--- src/rtl/mtimer_pkg.sv ---
package mtimer_pkg;
  localparam int WORD_W = 32;
  localparam int REG_W  = 64;
  localparam int ADDR_W = 13;
  localparam logic [ADDR_W-1:0] CNT_LO_WORD = 13'h1FFE;
  localparam logic [ADDR_W-1:0] CNT_HI_WORD = 13'h1FFF;

  // Replace one 32-bit half of a 64-bit register.
  function automatic logic [REG_W-1:0] merge_half(input logic [REG_W-1:0] old_val,
                                                  input logic [WORD_W-1:0] wdata,
                                                  input logic hi);
    logic [REG_W-1:0] v;
    v = old_val;
    if (hi) v[REG_W-1:WORD_W] = wdata;
    else    v[WORD_W-1:0]     = wdata;
    return v;
  endfunction

  // Select one 32-bit half of a 64-bit register.
  function automatic logic [WORD_W-1:0] pick_half(input logic [REG_W-1:0] val,
                                                  input logic hi);
    return hi ? val[REG_W-1:WORD_W] : val[WORD_W-1:0];
  endfunction

  // Interrupt condition: counter reached the compare value (unsigned).
  function automatic logic reached(input logic [REG_W-1:0] cnt,
                                   input logic [REG_W-1:0] cmp);
    return cnt >= cmp;
  endfunction
endpackage

--- src/rtl/mtimer_decode.sv ---
module mtimer_decode
  import mtimer_pkg::*;
#(
  parameter int NUM_HARTS = 2
) (
  input  logic                 valid,
  input  logic [ADDR_W-1:0]    addr,
  output logic                 cnt_sel,
  output logic [NUM_HARTS-1:0] cmp_sel,
  output logic                 half_hi,
  output logic                 hit_none
);
  localparam int IDX_W = ADDR_W - 1;

  logic [IDX_W-1:0] reg_idx;
  assign reg_idx = addr[ADDR_W-1:1];
  assign half_hi = addr[0];
  assign cnt_sel = valid && (addr[ADDR_W-1:1] == CNT_LO_WORD[ADDR_W-1:1]);

  for (genvar h = 0; h < NUM_HARTS; h++) begin : g_sel
    assign cmp_sel[h] = valid && (reg_idx == IDX_W'(h));
  end

  assign hit_none = valid && !cnt_sel && (cmp_sel == '0);
endmodule

--- src/rtl/mtimer_counter.sv ---
module mtimer_counter
  import mtimer_pkg::*;
(
  input  logic              clk,
  input  logic              rst_n,
  input  logic              tick_en,
  input  logic              wr_en,
  input  logic              wr_hi,
  input  logic [WORD_W-1:0] wdata,
  output logic [REG_W-1:0]  cnt_q
);
  always_ff @(posedge clk or negedge rst_n) begin
    if (!rst_n)        cnt_q <= '0;
    else if (wr_en)    cnt_q <= merge_half(cnt_q, wdata, wr_hi);
    else if (tick_en)  cnt_q <= cnt_q + REG_W'(1);
  end
endmodule

--- src/rtl/mtimer_cmp_bank.sv ---
module mtimer_cmp_bank
  import mtimer_pkg::*;
#(
  parameter int NUM_HARTS = 2
) (
  input  logic                            clk,
  input  logic                            rst_n,
  input  logic [NUM_HARTS-1:0]            wr_en,
  input  logic                            wr_hi,
  input  logic [WORD_W-1:0]               wdata,
  input  logic [REG_W-1:0]                cnt,
  output logic [NUM_HARTS-1:0][REG_W-1:0] cmp_q,
  output logic [NUM_HARTS-1:0]            irq
);
  for (genvar h = 0; h < NUM_HARTS; h++) begin : g_hart
    always_ff @(posedge clk or negedge rst_n) begin
      if (!rst_n)        cmp_q[h] <= '1;
      else if (wr_en[h]) cmp_q[h] <= merge_half(cmp_q[h], wdata, wr_hi);
    end
    assign irq[h] = reached(cnt, cmp_q[h]);
  end
endmodule

--- src/rtl/mtimer_unit.sv ---
module mtimer_unit
  import mtimer_pkg::*;
#(
  parameter int NUM_HARTS = 2
) (
  input  logic                 clk,
  input  logic                 rst_n,
  input  logic                 tick_en,
  input  logic                 bus_valid,
  input  logic                 bus_write,
  input  logic [12:0]          bus_addr,
  input  logic [31:0]          bus_wdata,
  output logic [31:0]          bus_rdata,
  output logic                 bus_ready,
  output logic [NUM_HARTS-1:0] timer_irq
);
  logic                            cnt_sel;
  logic [NUM_HARTS-1:0]            cmp_sel;
  logic                            half_hi;
  logic                            hit_none;
  logic                            cnt_wr;
  logic [NUM_HARTS-1:0]            cmp_wr;
  logic [REG_W-1:0]                cnt_q;
  logic [NUM_HARTS-1:0][REG_W-1:0] cmp_q;

  mtimer_decode #(.NUM_HARTS(NUM_HARTS)) u_dec (
    .valid(bus_valid), .addr(bus_addr), .cnt_sel(cnt_sel),
    .cmp_sel(cmp_sel), .half_hi(half_hi), .hit_none(hit_none)
  );

  assign cnt_wr = cnt_sel && bus_write;
  assign cmp_wr = cmp_sel & {NUM_HARTS{bus_write}};

  mtimer_counter u_cnt (
    .clk(clk), .rst_n(rst_n), .tick_en(tick_en), .wr_en(cnt_wr),
    .wr_hi(half_hi), .wdata(bus_wdata), .cnt_q(cnt_q)
  );

  mtimer_cmp_bank #(.NUM_HARTS(NUM_HARTS)) u_cmp (
    .clk(clk), .rst_n(rst_n), .wr_en(cmp_wr), .wr_hi(half_hi),
    .wdata(bus_wdata), .cnt(cnt_q), .cmp_q(cmp_q), .irq(timer_irq)
  );

  always_comb begin
    bus_rdata = '0;
    if (!hit_none) begin
      if (cnt_sel) bus_rdata = pick_half(cnt_q, half_hi);
      for (int h = 0; h < NUM_HARTS; h++)
        if (cmp_sel[h]) bus_rdata = pick_half(cmp_q[h], half_hi);
    end
  end

  assign bus_ready = bus_valid;
endmodule

--- config.mk ---
export PLATFORM = sky130hd
export DESIGN_NAME = mtimer_unit
export DESIGN_NICKNAME = d
export VERILOG_FILES = /design/src/rtl/mtimer_pkg.sv /design/src/rtl/mtimer_decode.sv /design/src/rtl/mtimer_counter.sv /design/src/rtl/mtimer_cmp_bank.sv /design/src/rtl/mtimer_unit.sv
export SDC_FILE = /design/constraint.sdc
export NUM_CORES = 1
export LEC_CHECK = 0
export BUFFER_PORTS_ARGS = -buffer_cell sky130_fd_sc_hd__buf_4
export CORE_MARGIN = 1.5
export CORE_UTILIZATION = 33
export DETAILED_ROUTE_END_ITERATION = 6
export SETUP_SLACK_MARGIN = 0.3
export SYNTH_ARGS = -nofsm -noshare
export SYNTH_HDL_FRONTEND = slang
export SYNTH_SLANG_ARGS = --single-unit
--- constraint.sdc ---
create_clock -name clk -period 4.07 [get_ports clk]
set_input_delay 0.814 -clock clk [delete_from_list [all_inputs] [get_ports clk]]
set_output_delay 0.814 -clock clk [all_outputs]
set_load 0.02 [all_outputs]
Word-level counts from Yosys, hierarchy flattened. Cells that the tools add are included.

Add/subtract/negate cells: 1. Magnitude comparators: 2. Equality and inequality tests: 4. Mux-type cells: 11. Bitwise logic cells: 2. Reductions and logical operators: 16.

Operators by type and width (count): two-way mux 32 bit (9); greater-or-equal comparator 64 bit (2); two-way mux 64 bit (2); adder 64 x 1 -> 64 bit (second input constant) (1); equality test 12 x 1 -> 1 bit (second input constant) (1); equality test 12 bit (second input constant) (1); logical NOT 12 bit (1); AND reduction 2 bit (6); logical AND 1 bit (6); != test 2 bit (second input constant) (2); AND 2 bit (1); logical NOT 2 bit (1); nonzero test 2 bit (1); logical NOT 1 bit (1); inverter 1 bit (1).

Register bits after elaboration: 192. Bits of input ports: 50. Output and inout port bits: 35. Word-level logic and storage cells: 42.

Depth between registers and ports, before layout.
Depth after elaboration: 6. Mapped depth: 10. Mapped depth without buffers: 8.

Hierarchy. Synthesis repeated with hierarchy kept, for this count alone.

Cell total of the unflattened synthesis: 1561. Area, all modules: 14178.6 µm².

Modules (own cells, without submodules): mtimer_cmp_bank (instances 1, cells each 786, area each 7912.6 µm², seq. area each 3363.2 µm²); mtimer_counter (instances 1, cells each 573, area each 4573.1 µm², seq. area each 1601.5 µm²); mtimer_unit (instances 1, cells each 189, area each 1606.5 µm², seq. area each 0.0 µm²); mtimer_decode (instances 1, cells each 13, area each 86.3 µm², seq. area each 0.0 µm²).

Worst setup path before layout. No wires, ideal clock.

Kind: input-to-output. From: in bus_addr[0]. To: out bus_rdata[0]. Data arrival time: 2.360 ns. Setup slack: 0.896 ns. Stages on the path: 5. Cells stage by stage: buf_2 -> buf_1 -> buf_1 -> mux2i_1 -> o221ai_1.

Cells in the longest elaborated chain, start to end: 5. Elaborated cells on any way between the ends: 7. Classes of those cells: mux (7).

Ends and longest elaborated chain: from (decl) (RTL line mtimer_unit.sv:11) `input logic [12:0] bus_addr,`; two-way mux 32 bit (RTL line mtimer_pkg.sv:22) `return hi ? val[REG_W-1:WORD_W] : val[WORD_W-1:0];`; two-way mux 32 bit (RTL line mtimer_unit.sv:47) `if (cnt_sel) bus_rdata = pick_half(cnt_q, half_hi);`; two-way mux 32 bit (RTL line mtimer_unit.sv:49) `if (cmp_sel[h]) bus_rdata = pick_half(cmp_q[h], half_hi);`; two-way mux 32 bit (*) (RTL line mtimer_unit.sv:49); two-way mux 32 bit (*) (RTL line mtimer_unit.sv:46) `if (!hit_none) begin`; to (decl) (RTL line mtimer_unit.sv:13) `output logic [31:0] bus_rdata,`.

Mark *: on every way between the ends. The rest lies on a longest branch, timed or not.

Final worst setup path.
From: reg u_cnt.cnt_q[17]. To: out timer_irq[1].

Cells in the longest elaborated chain, start to end: 1.

Ends and longest elaborated chain: from (decl) (RTL line mtimer_counter.sv:10) `output logic [REG_W-1:0] cnt_q`; from (signal assigned) (RTL line mtimer_counter.sv:14) `else if (wr_en) cnt_q <= merge_half(cnt_q, wdata, wr_hi);`; from (signal assigned) (RTL line mtimer_counter.sv:15) `else if (tick_en) cnt_q <= cnt_q + REG_W'(1);`; greater-or-equal comparator 64 bit (RTL line mtimer_pkg.sv:28) `return cnt >= cmp;`; to (decl) (RTL line mtimer_unit.sv:15) `output logic [NUM_HARTS-1:0] timer_irq`.

No other way between the ends.

==> impl_metrics.yaml <==
run_status:
  run_status: "complete, no violations"
timing:
  slew-limit-headroom: 0.413
  final.setup.worst_slack_ns: 0.211
  slew_viols_final: 0
  final.setup.tns_ns: 0
  clock_skew_ns: 0.0182
  setup_viol: 0
  count_of_endpoints_failing_hold_in_the_final_timing_report: 0
  grt_setup_unrepaired: "yes"
  final.min_clock_period_ns: 3.86
  timing.final.crit_share: 0.948
  worstMarginPinSlew_ns: 0.874
  fmax_mhz: 259
clocking:
  ctsLongestPathBuffers: 2
  cts.sink_count: 192
  count_of_hold_buffers_inserted_by_post_cts_repair: 0
  clk_root_buffer_cell: "sky130_fd_sc_hd__clkbuf_16"
  insertion_delay_ns: 0.46
  tritoncts: "built"
  cts_max_level: 4
  clk_pin_slew_ns: 0.08
  cts_made_buffers: 17
power:
  power_leakage_nw: 7.59
  totalPowerFinal_w: 0.00442
  vdd_drop_max_uv: 275
  power_density_mw_per_mm2: 277
floorplan:
  floorplan.initialDensity: 0.334
  floorplan.core_area_sq_mm: 0.0407
  die-area_sq_mm: 0.0425
  fp.dieH_um: 206
  site_row_count: 74
  io-pin-count: 85
  die_w_um: 206
yosys:
  ys_top_cells_by_area: "sky130_fd_sc_hd__dfstp_2 25%, sky130_fd_sc_hd__ha_1 12%, sky130_fd_sc_hd__dfrtp_1 12%"
  synth_warnings: 0
  synthCells: 1573
  synthesis.nets: 1752
  synth_largest_area_cell: "sky130_fd_sc_hd__dfstp_2"
  synth-xor-area-share: 0.000644
  mean_syn_cell_area_sq_um: 8.65
  post_synthesis_cell_area_sq_mm: 0.0136
  share_of_synthesized_cell_area_in_full_adder_half_adder_and_majority_cells: 0.119
  synth_top_area_share: 0.247
  synth-async-reset-ratio: 1.00
  post_synth_most_frequent_cells: "228 x sky130_fd_sc_hd__nand2_1, 164 x sky130_fd_sc_hd__o21ai_0, 142 x sky130_fd_sc_hd__inv_1"
  synth-main-ff-cell: "sky130_fd_sc_hd__dfstp_2"
  synth_cell_types: 72
  synth_edf_count: 0
  sequential_fraction_of_the_synthesis_area: 0.365
  synth_simple_gate_area_frac: 0.181
  share_of_the_synthesized_area_in_compound_gates_ao_oa_aoi_oai: 0.189
  synth_top_family_by_area: "compound AO/OA/AOI/OAI gates"
  synth.mux.area_fraction: 0.0833
  postSynthRegisterBits: 192
  post-synth-top-count-cell: "sky130_fd_sc_hd__nand2_1"
global_routing:
  global_route.usage.total: 0.226
  grt_pass1_wl_um: 73000
  grt_pass1_vias: 12420
  maximum_number_of_pins_on_one_net_before_global_route_repair: 84
  grt.overflow.total: 0
  antenna_violations_before_repair: 2
layout:
  sequential_cell_area_sq_mm: 0.00497
  multi_input_area_sq_mm: 0.00806
  finalNetCount: 1836
  stdcell_area_sq_mm: 0.0160
  final_layout_size_suffix_gt1_frac: 0.232
  final_util: 0.392
  fill_cells: 4113
  syn2layout_area_growth_pct: 17.3
drt:
  drt-pass1-iter-count: 5
  route.antenna.remaining_nets: 0
  violation_count_after_the_first_detailed_route_iteration: 1048
  vias: 12564
  detail_route.vias_per_cell: 5.70
  avgRoutedWirePerCell_um: 21.2
  residual_drc: 0
  postRouteWirelength_um: 46800
setup_path:
  end_kind: "output pin"
  timing_worst_setup_path_type: "flop to output pin"
  critical_path.max_fanout: 4
  critPathRequiredTime_ns: 3.26
  setup.worst_path.start_class: "flop"
  worst-endpoint-arrival_ns: 3.05
min_path:
  worst_hold_path_type: "primary input to async pin"
placement:
  place.detailed.hpwl_um: 33900
  placement.setup.worst_slack_ns: 0.492
  routability_congestion_estimate_from_global_placement: 1.02
  portBuffers: 84
  dpl_cell_area_sq_mm: 0.0151
run:
  max_cap_viol_count: 0
-- critical path, stage by stage (launching register included) --
cell and delay, ns:
sky130_fd_sc_hd__dfrtp_1 0.43, sky130_fd_sc_hd__buf_4 0.17, sky130_fd_sc_hd__ha_1 0.32, sky130_fd_sc_hd__a21oi_2 0.16, sky130_fd_sc_hd__o21ai_0 0.15, sky130_fd_sc_hd__a221oi_2 0.29, sky130_fd_sc_hd__buf_4 0.19, sky130_fd_sc_hd__o211ai_1 0.13
sky130_fd_sc_hd__a211oi_2 0.33, sky130_fd_sc_hd__buf_4 0.21, sky130_fd_sc_hd__o21ai_4 0.07, sky130_fd_sc_hd__buf_6 0.14
-- area by class of cell --
type,count,area share
Clock buffer,22,0.0304
Clock inverter,10,0.00768
Sequential cell,192,0.311
Multi-Input combinational cell,1161,0.505
Tap cell,532,0.0417
Inverter,144,0.0339
Timing Repair Buffer,141,0.0703
Antenna cell,1,0.000157
-- power by group --
group / internal, W / switching (W)
combinational: 0.000221 / 0.000341
clock: 0.000983 / 0.000817
sequential: 0.00196 / 0.0000947
-- stage by stage --
| step | cells | hold slack [ns] |
|---|---|---|
| 4_1_cts | 2199 | 0.428 |
| 3_5_place_dp | 2167 | 0.477 |
| 5_1_grt | 2202 | 0.446 |
| 2_1_floorplan | 1573 | 0.461 |
| 3_3_place_gp | 2167 | 0.471 |
| 6_report | 2203 | 0.401 |
-- timing repair --
item,4_1_cts,5_1_grt
buffers inserted,0,3
setup endpoints to repair,2,2
cloned,0,0
pin swaps,3,12
resized for setup,11,32
-- cells in the final DEF (no fill, tap or decap), types with 7 or more instances in the layout --
master                        n
sky130_fd_sc_hd__a211oi_1    10
sky130_fd_sc_hd__nand2_1    227
sky130_fd_sc_hd__nor3_1      35
sky130_fd_sc_hd__and3_1      16
sky130_fd_sc_hd__buf_4      134
sky130_fd_sc_hd__o31ai_1      7
sky130_fd_sc_hd__or3_1       11
sky130_fd_sc_hd__mux2i_1     75
sky130_fd_sc_hd__a21o_1      32
sky130_fd_sc_hd__nor4_1       9
sky130_fd_sc_hd__dfrtp_1     63
sky130_fd_sc_hd__and2_1      11
sky130_fd_sc_hd__and4_1       9
sky130_fd_sc_hd__o22ai_1     13
sky130_fd_sc_hd__o32ai_1      7
sky130_fd_sc_hd__nand3_1     53
sky130_fd_sc_hd__inv_1      140
sky130_fd_sc_hd__clkbuf_16   18
sky130_fd_sc_hd__dfstp_2    128
sky130_fd_sc_hd__nand4_1     53
sky130_fd_sc_hd__ha_1       124
sky130_fd_sc_hd__o21ai_0    159
sky130_fd_sc_hd__o221ai_1    33
sky130_fd_sc_hd__nor2_1      46
sky130_fd_sc_hd__o211ai_1     9
sky130_fd_sc_hd__a21oi_1     77
sky130_fd_sc_hd__mux2_2      34
-- sequential cells by signal, indices dropped and copies added (netlist names) --
register	flops
u_cmp.cmp_q	128
u_cnt.cnt_q	64
-- worst paths after layout --
| check | start | end | slack (ns) | cells past startpoint |
|---|---|---|---|---|
| worst max-delay path | u_cnt.cnt_q[17]$_DFFE_PN0P_ | timer_irq[1] | 0.21 | 11 |
| worst min-delay path | rst_n | u_cnt.cnt_q[25]$_DFFE_PN0P_ | 0.40 | 1 |
| worst max register to register | u_cnt.cnt_q[1]$_DFFE_PN0P_ | u_cnt.cnt_q[36]$_DFFE_PN0P_ | 1.19 | 7 |
| worst min register to register | u_cmp.cmp_q[22]$_DFFE_PN1P_ | u_cmp.cmp_q[22]$_DFFE_PN1P_ | 0.48 | 2 |
| max in group asynchronous | rst_n | u_cmp.cmp_q[69]$_DFFE_PN1P_ | 2.68 | 2 |
| min in group clk | u_cmp.cmp_q[22]$_DFFE_PN1P_ | u_cmp.cmp_q[22]$_DFFE_PN1P_ | 0.48 | 2 |
-- logic make-up (layout without fill, tap and decap cells) --
kind of cell,after synthesis,in the layout
adders and majority gates,129,129
AOI/OAI and AO/OA,411,411
DFF,192,192
other,0,1
muxes,109,109
and+or+nand+nor,511,511
xor gates and xnor gates,1,1
buffers and inverters,220,317
-- metal layers --
metal | wire length (um) | share of wire | global-route usage
met1 | 20600 | 0.44 | 0.301
met2 | 21100 | 0.45 | 0.354
met3 | 3400 | 0.073 | 0.0476
met4 | 1570 | 0.034 | 0.0916
met5 | 9 | 0.00019 | 0
Note: power is estimated with default switching activity, not from simulation.
